[src/rtl/exc_entry_pkg.sv]
package exc_entry_pkg;

    typedef enum logic [1:0] {
        ST_IDLE,
        ST_GENERAL,
        ST_ERRVEC
    } entry_state_e;

    localparam logic [4:0] KIND_INT    = 5'd0;
    localparam logic [4:0] KIND_TLBL   = 5'd2;
    localparam logic [4:0] KIND_TLBS   = 5'd3;
    localparam logic [4:0] KIND_CACHE  = 5'd30;
    localparam logic [4:0] KIND_SRESET = 5'd28;
    localparam logic [4:0] KIND_NMI    = 5'd29;

    function automatic logic kind_general(input logic [4:0] k);
        case (k)
            5'd0, 5'd1, 5'd2, 5'd3, 5'd4, 5'd5, 5'd6, 5'd7, 5'd8, 5'd9,
            5'd10, 5'd11, 5'd12, 5'd13, 5'd15, 5'd24, 5'd30: return 1'b1;
            default: return 1'b0;
        endcase
    endfunction

    function automatic logic kind_errvec(input logic [4:0] k);
        return (k == KIND_NMI) || (k == KIND_SRESET);
    endfunction

endpackage

[src/rtl/exc_irq_vector.sv]
module exc_irq_vector #(
    parameter int NUM_IP = 8,
    parameter int ID_W   = $clog2(NUM_IP)
) (
    input  logic [NUM_IP-1:0] masked,
    output logic [ID_W-1:0]   vec_id
);

    // Highest enabled line from the top down to line 1 wins; none gives 0.
    always_comb begin
        vec_id = '0;
        for (int i = 1; i < NUM_IP; i++) begin
            if (masked[i]) vec_id = i[ID_W-1:0];
        end
    end

    always_comb begin
        assert_vector_chosen_R8: assert (vec_id == '0 || masked[vec_id]);
    end

endmodule

[src/rtl/exc_target_calc.sv]
module exc_target_calc
    import exc_entry_pkg::*;
#(
    parameter int ADDR_W    = 32,
    parameter int VS_W      = 5,
    parameter int ID_W      = 3,
    parameter int EBASE_LSB = 10
) (
    input  logic [4:0]              kind,
    input  logic                    tlb_miss,
    input  logic                    status_exl,
    input  logic                    status_bev,
    input  logic                    cause_iv,
    input  logic                    vec_int_en,
    input  logic [ID_W-1:0]         vec_id,
    input  logic [VS_W-1:0]         vec_spacing,
    input  logic [ADDR_W-1:EBASE_LSB] ebase_page,
    output logic [ADDR_W-1:0]       handler_pc
);

    localparam logic [ADDR_W-1:0] BOOT_GENERAL = ADDR_W'(32'hBFC0_0200);
    localparam logic [ADDR_W-1:0] BOOT_CACHE   = ADDR_W'(32'hBFC0_0100);
    localparam logic [ADDR_W-1:0] ERR_VECTOR   = ADDR_W'(32'hBFC0_0000);
    localparam logic [ADDR_W-1:0] OFF_COMMON   = ADDR_W'(32'h0000_0180);
    localparam logic [ADDR_W-1:0] OFF_IRQ      = ADDR_W'(32'h0000_0200);
    localparam logic [ADDR_W-1:0] OFF_CACHE    = ADDR_W'(32'h2000_0100);
    localparam int               SPACE_SHIFT  = 5;

    logic [ADDR_W-1:0] ram_base;
    logic [ADDR_W-1:0] gen_base;
    logic [ADDR_W-1:0] offset;
    logic [ADDR_W-1:0] vec_step;

    always_comb begin
        ram_base = {ebase_page, {EBASE_LSB{1'b0}}};
        gen_base = status_bev ? BOOT_GENERAL : ram_base;
        vec_step = ADDR_W'(vec_spacing) << SPACE_SHIFT;
        offset   = OFF_COMMON;
        if (kind == KIND_INT) begin
            if (vec_int_en)
                offset = OFF_IRQ + ADDR_W'(vec_id) * vec_step;
            else if (cause_iv)
                offset = OFF_IRQ;
        end else if ((kind == KIND_TLBL || kind == KIND_TLBS) && tlb_miss && !status_exl) begin
            offset = '0;
        end

        if (kind_errvec(kind))
            handler_pc = ERR_VECTOR;
        else if (kind == KIND_CACHE)
            handler_pc = status_bev ? BOOT_CACHE : ram_base + OFF_CACHE;
        else
            handler_pc = gen_base + offset;
    end

endmodule

[src/rtl/exc_entry_ctrl.sv]
module exc_entry_ctrl
    import exc_entry_pkg::*;
#(
    parameter int ADDR_W     = 32,
    parameter int NUM_IP     = 8,
    parameter int VS_W       = 5,
    parameter int EBASE_LSB  = 10,
    parameter int INSN_BYTES = 4
) (
    input  logic                      clk,
    input  logic                      rst_n,
    input  logic                      exc_req,
    input  logic [4:0]                exc_kind,
    input  logic [ADDR_W-1:0]         exc_pc,
    input  logic                      in_delay_slot,
    input  logic                      tlb_miss,
    input  logic                      status_exl,
    input  logic                      status_bev,
    input  logic                      cause_iv,
    input  logic                      vec_int_en,
    input  logic [NUM_IP-1:0]         irq_pending,
    input  logic [NUM_IP-1:0]         irq_mask,
    input  logic [VS_W-1:0]           vec_spacing,
    input  logic [ADDR_W-1:EBASE_LSB] ebase_page,
    output logic                      entry_valid,
    output logic [ADDR_W-1:0]         entry_pc,
    output logic                      epc_we,
    output logic [ADDR_W-1:0]         epc_val,
    output logic                      bd_val,
    output logic                      set_exl,
    output logic                      code_we,
    output logic [4:0]                exc_code,
    output logic                      errorepc_we,
    output logic [ADDR_W-1:0]         errorepc_val,
    output logic                      set_erl,
    output logic                      set_bev,
    output logic                      set_nmi,
    output logic                      set_soft_reset
);

    localparam int ID_W = $clog2(NUM_IP);

    entry_state_e      state_q, state_d;
    logic [ADDR_W-1:0] tgt_pc, resume_pc;
    logic [ADDR_W-1:0] pc_q, resume_q;
    logic              ds_q, exl_q, nmi_q;
    logic [4:0]        code_q;
    logic [ID_W-1:0]   vec_id;
    logic [NUM_IP-1:0] masked;

    assign masked    = irq_pending & irq_mask;
    assign resume_pc = in_delay_slot ? exc_pc - ADDR_W'(INSN_BYTES) : exc_pc;

    exc_irq_vector #(
        .NUM_IP (NUM_IP),
        .ID_W   (ID_W)
    ) u_vec (
        .masked (masked),
        .vec_id (vec_id)
    );

    exc_target_calc #(
        .ADDR_W    (ADDR_W),
        .VS_W      (VS_W),
        .ID_W      (ID_W),
        .EBASE_LSB (EBASE_LSB)
    ) u_tgt (
        .kind        (exc_kind),
        .tlb_miss    (tlb_miss),
        .status_exl  (status_exl),
        .status_bev  (status_bev),
        .cause_iv    (cause_iv),
        .vec_int_en  (vec_int_en),
        .vec_id      (vec_id),
        .vec_spacing (vec_spacing),
        .ebase_page  (ebase_page),
        .handler_pc  (tgt_pc)
    );

    // Next state: take_general, take_errvec or drop.
    always_comb begin
        if (exc_req && kind_general(exc_kind))
            state_d = ST_GENERAL;
        else if (exc_req && kind_errvec(exc_kind))
            state_d = ST_ERRVEC;
        else
            state_d = ST_IDLE;
    end

    always_ff @(posedge clk or negedge rst_n) begin
        if (!rst_n) begin
            state_q  <= ST_IDLE;
            pc_q     <= '0;
            resume_q <= '0;
            ds_q     <= 1'b0;
            exl_q    <= 1'b0;
            nmi_q    <= 1'b0;
            code_q   <= '0;
        end else begin
            state_q <= state_d;
            if (exc_req) begin
                pc_q     <= tgt_pc;
                resume_q <= resume_pc;
                ds_q     <= in_delay_slot;
                exl_q    <= status_exl;
                nmi_q    <= (exc_kind == KIND_NMI);
                code_q   <= exc_kind;
            end
        end
    end

    always_comb begin
        entry_valid    = 1'b0;
        entry_pc       = '0;
        epc_we         = 1'b0;
        epc_val        = '0;
        bd_val         = 1'b0;
        set_exl        = 1'b0;
        code_we        = 1'b0;
        exc_code       = '0;
        errorepc_we    = 1'b0;
        errorepc_val   = '0;
        set_erl        = 1'b0;
        set_bev        = 1'b0;
        set_nmi        = 1'b0;
        set_soft_reset = 1'b0;
        unique case (state_q)
            ST_IDLE: ;
            ST_GENERAL: begin
                entry_valid = 1'b1;
                entry_pc    = pc_q;
                code_we     = 1'b1;
                exc_code    = code_q;
                if (!exl_q) begin
                    epc_we  = 1'b1;
                    epc_val = resume_q;
                    bd_val  = ds_q;
                    set_exl = 1'b1;
                end
            end
            ST_ERRVEC: begin
                entry_valid    = 1'b1;
                entry_pc       = pc_q;
                errorepc_we    = 1'b1;
                errorepc_val   = resume_q;
                set_erl        = 1'b1;
                set_bev        = 1'b1;
                set_nmi        = nmi_q;
                set_soft_reset = !nmi_q;
            end
            default: ;
        endcase
    end

    assert_quiet_without_req_R2: assert property (@(posedge clk) disable iff (!rst_n)
        !exc_req |=> !entry_valid);

    assert_exl_blocks_epc_R4: assert property (@(posedge clk) disable iff (!rst_n)
        (exc_req && status_exl) |=> (!epc_we && !set_exl && !bd_val));

    assert_single_path_R3: assert property (@(posedge clk) disable iff (!rst_n)
        $onehot0({code_we, errorepc_we}));

    assert_errvec_target_R10: assert property (@(posedge clk) disable iff (!rst_n)
        errorepc_we |-> (entry_pc == ADDR_W'(32'hBFC0_0000) && !code_we && !epc_we));

    assert_ignored_kind_R11: assert property (@(posedge clk) disable iff (!rst_n)
        (exc_req && !kind_general(exc_kind) && !kind_errvec(exc_kind)) |=> !entry_valid);

endmodule

[config.mk]
export PLATFORM = sky130hd
export DESIGN_NAME = exc_entry_ctrl
export DESIGN_NICKNAME = d
export VERILOG_FILES = /design/src/rtl/exc_entry_pkg.sv /design/src/rtl/exc_irq_vector.sv /design/src/rtl/exc_target_calc.sv /design/src/rtl/exc_entry_ctrl.sv
export SDC_FILE = /design/constraint.sdc
export NUM_CORES = 1
export LEC_CHECK = 0
export ABC_AREA = 1
export BUFFER_PORTS_ARGS = -buffer_cell sky130_fd_sc_hd__buf_2
export CAP_MARGIN = 20
export CELL_PAD_IN_SITES_DETAIL_PLACEMENT = 0
export CELL_PAD_IN_SITES_GLOBAL_PLACEMENT = 1
export CORE_MARGIN = 3
export CORE_UTILIZATION = 35
export DETAILED_ROUTE_END_ITERATION = 16
export GPL_TIMING_DRIVEN = 1
export HOLD_SLACK_MARGIN = 0.15
export PLACE_DENSITY = 0.85
export SLEW_MARGIN = 20
export SYNTH_ARGS = -nofsm -noshare
export SYNTH_HDL_FRONTEND = slang
export SYNTH_HIERARCHICAL = 1
export SYNTH_SLANG_ARGS = --single-unit
[constraint.sdc]
create_clock -name clk -period 1.4 [get_ports clk]
set_input_delay 0.07 -clock clk [delete_from_list [all_inputs] [get_ports clk]]
set_output_delay 0.07 -clock clk [all_outputs]
set_load 0.005 [all_outputs]
==> run_results.csv <==
group,metric,value,unit
run_status,status,"complete, but fails checks",
run_status,violations,"negative setup slack",
routing,drtIter0Drc,394,
timing,tns,-62920,ps
place,portBuffers,197,
timing,slew_viol_final,0,
timing,whs,140,ps
final_layout,finalNonFillerCells,1582,
place,gp_congestion,0.930,
routing,wl,23600,um
pwr,power_density,675,nW/um2
final_layout,layout-drive-gt1-share,45.2,%
place,placedCellCount,1486,
timing,skew,0,ps
setup_path,critPathArrivalTime,3760,ps
grt,grt_usage,22.0,%
floorplan,die_h,140,um
clock_network,cts_tree,"yes",
setup_path,criticalPathCategory,"in -> reg",
setup_path,crit_fanout,5,
timing,setup_viol,134,
routing,routed-wl-met3,1340,um
floorplan,rows,48,
place,place_ws,-2480,ps
final_layout,layout_commonest_cell,"nand2_1",
floorplan,core_area,17500,um2
routing,wl_per_cell,14.9,um
routing,num_vias,7495,
setup_path,timing.critical_path.mode_cell,"nand2_1",
floorplan,die_w,140,um
grt,antenna_found_initial,1,
setup_path,crit_path_end_kind,"flip-flop",
place,hpwl,15400,um
clock_network,clkLatencyLatePin,340,ps
floorplan,dieArea,19700,um2
timing,post-route-period-util,253,%
min_path,hp-class,"in -> reg",
grt,grt_pass1_wl,35200,um
setup_path,slowest_delay,510,ps
floorplan,initial_core_util,36.1,%
clock_network,numCtsBuffers,9,
grt,grt-ovfl-total,0,
timing,period_needed,3540,ps
clock_network,cts_buffer_depth,2,
logic_synthesis,ys.warnings.count,6,
clock_network,clock-sinks,74,
final_layout,final_util,61.7,%
timing,rsz0062_at_grt,"true",
job,maxCapViolCount,0,
routing,route.met2.wl,12300,um
clock_network,cts-htree-levels,3,
logic_synthesis,synthCells,1025,
routing,ant_nets,0,
setup_path,cpMaxStageDelayCell,"fa_1",
routing,firstDrtPassIters,5,
logic_synthesis,syn-cell-area,6310,um2
setup_path,start_kind,"input pin",
routing,drc_errors,0,
final_layout,fillers,1552,
timing,fmax,283,MHz
pwr,vdd_drop_max,584,uV
floorplan,ios,200,
setup_path,required,1620,ps
clock_network,cts_root_buffer,"clkbuf_16",
final_layout,diodes,0,
grt,grt_max_degree,75,
timing,hold_viol_final,0,
logic_synthesis,avgSynthCellArea,6.16,um2
routing,highest_layer,"met5",
final_layout,fin_nets,1464,
clock_network,clk_pin_slew,60,ps
routing,wl_met1,9580,um
pwr,p_leak,5.96,nW
routing,viasPerCell,4.74,
grt,first_global_vias,7151,
timing,fin_ws,-2140,ps
final_layout,syn_to_final_growth,70.8,%
setup_path,r2r_slack,580,ps
final_layout,final_cell_mix,"195 x nand2_1, 155 x inv_1, 147 x buf_2, 86 x buf_4, 76 x nor2_4",
## final timing paths
kind / from / to / cells after the start
max reg2reg: resume_q[26]$_DFFE_PN0P_ / resume_q[26]$_DFFE_PN0P_ / 2
min: exc_pc[2] / resume_q[2]$_DFFE_PN0P_ / 4
max in group asynchronous: rst_n / pc_q[26]$_DFFE_PN0P_ / 3
max: irq_pending[4] / pc_q[13]$_DFFE_PN0P_ / 29
min in group asynchronous: rst_n / resume_q[16]$_DFFE_PN0P_ / 3
min reg2reg: pc_q[7]$_DFFE_PN0P_ / pc_q[7]$_DFFE_PN0P_ / 2
## what timing repair did
action | CTS | global route
pin swaps | 51 | 95
hold buffers | 47 | 0
endpoints found under the setup margin | 131 | 162
hold endpoints to repair | 116 | 0
cloned | 8 | 4
setup buffers | 13 | 22
gates resized for setup | 122 | 310
## through the flow
step | total power, mW | instance area, um2
6_report | 7.28 | 10800
5_1_grt | 7.71 | 10800
4_1_cts | 6.94 | 9570
3_5_place_dp | 4.11 | 8060
3_3_place_gp | 4.10 | 8060
2_1_floorplan | 3.39 | 6400
## cell type report
class                           instances  area [um2]  share of cell area (%)
Clock buffer                           10         229                    2.12
Clock inverter                          5        56.3                   0.522
Inverter                              211         797                    7.39
Multi-Input combinational cell        703        4620                    42.8
Sequential cell                        74        1850                    17.2
Tap cell                              225         282                    2.61
Timing Repair Buffer                  354        2950                    27.3
## critical path, delay by kind of cell
kind / cells / cell delay [ps]
and+or+nand+nor: 13 / 1070
xor gates and xnor gates: 1 / 220
adders and majority gates: 4 / 1350
buffers and inverters: 7 / 550
AOI/OAI and AO/OA: 4 / 510
## state kept, by name, summed over array words and instances, names as in the netlist
register / flops
pc_q: 32
nmi_q: 1
exl_q: 1
code_q: 5
state_q: 2
resume_q: 32
ds_q: 1
## layer usage
metal  vias up  track usage (%)
li1       3759                -
met1      3491             27.8
met2       215             38.3
met3        28             4.68
met4         2             5.66
met5         -                0
## where the power goes
group	leakage, nW	internal [mW]	switching (mW)	total, mW
clock network	0.138	1.37	0.944	2.31
logic	4.92	1.13	1.38	2.51
registers	0.904	2.32	0.137	2.46
total	5.96	4.82	2.46	7.28
(Power assumes the default switching activity.)
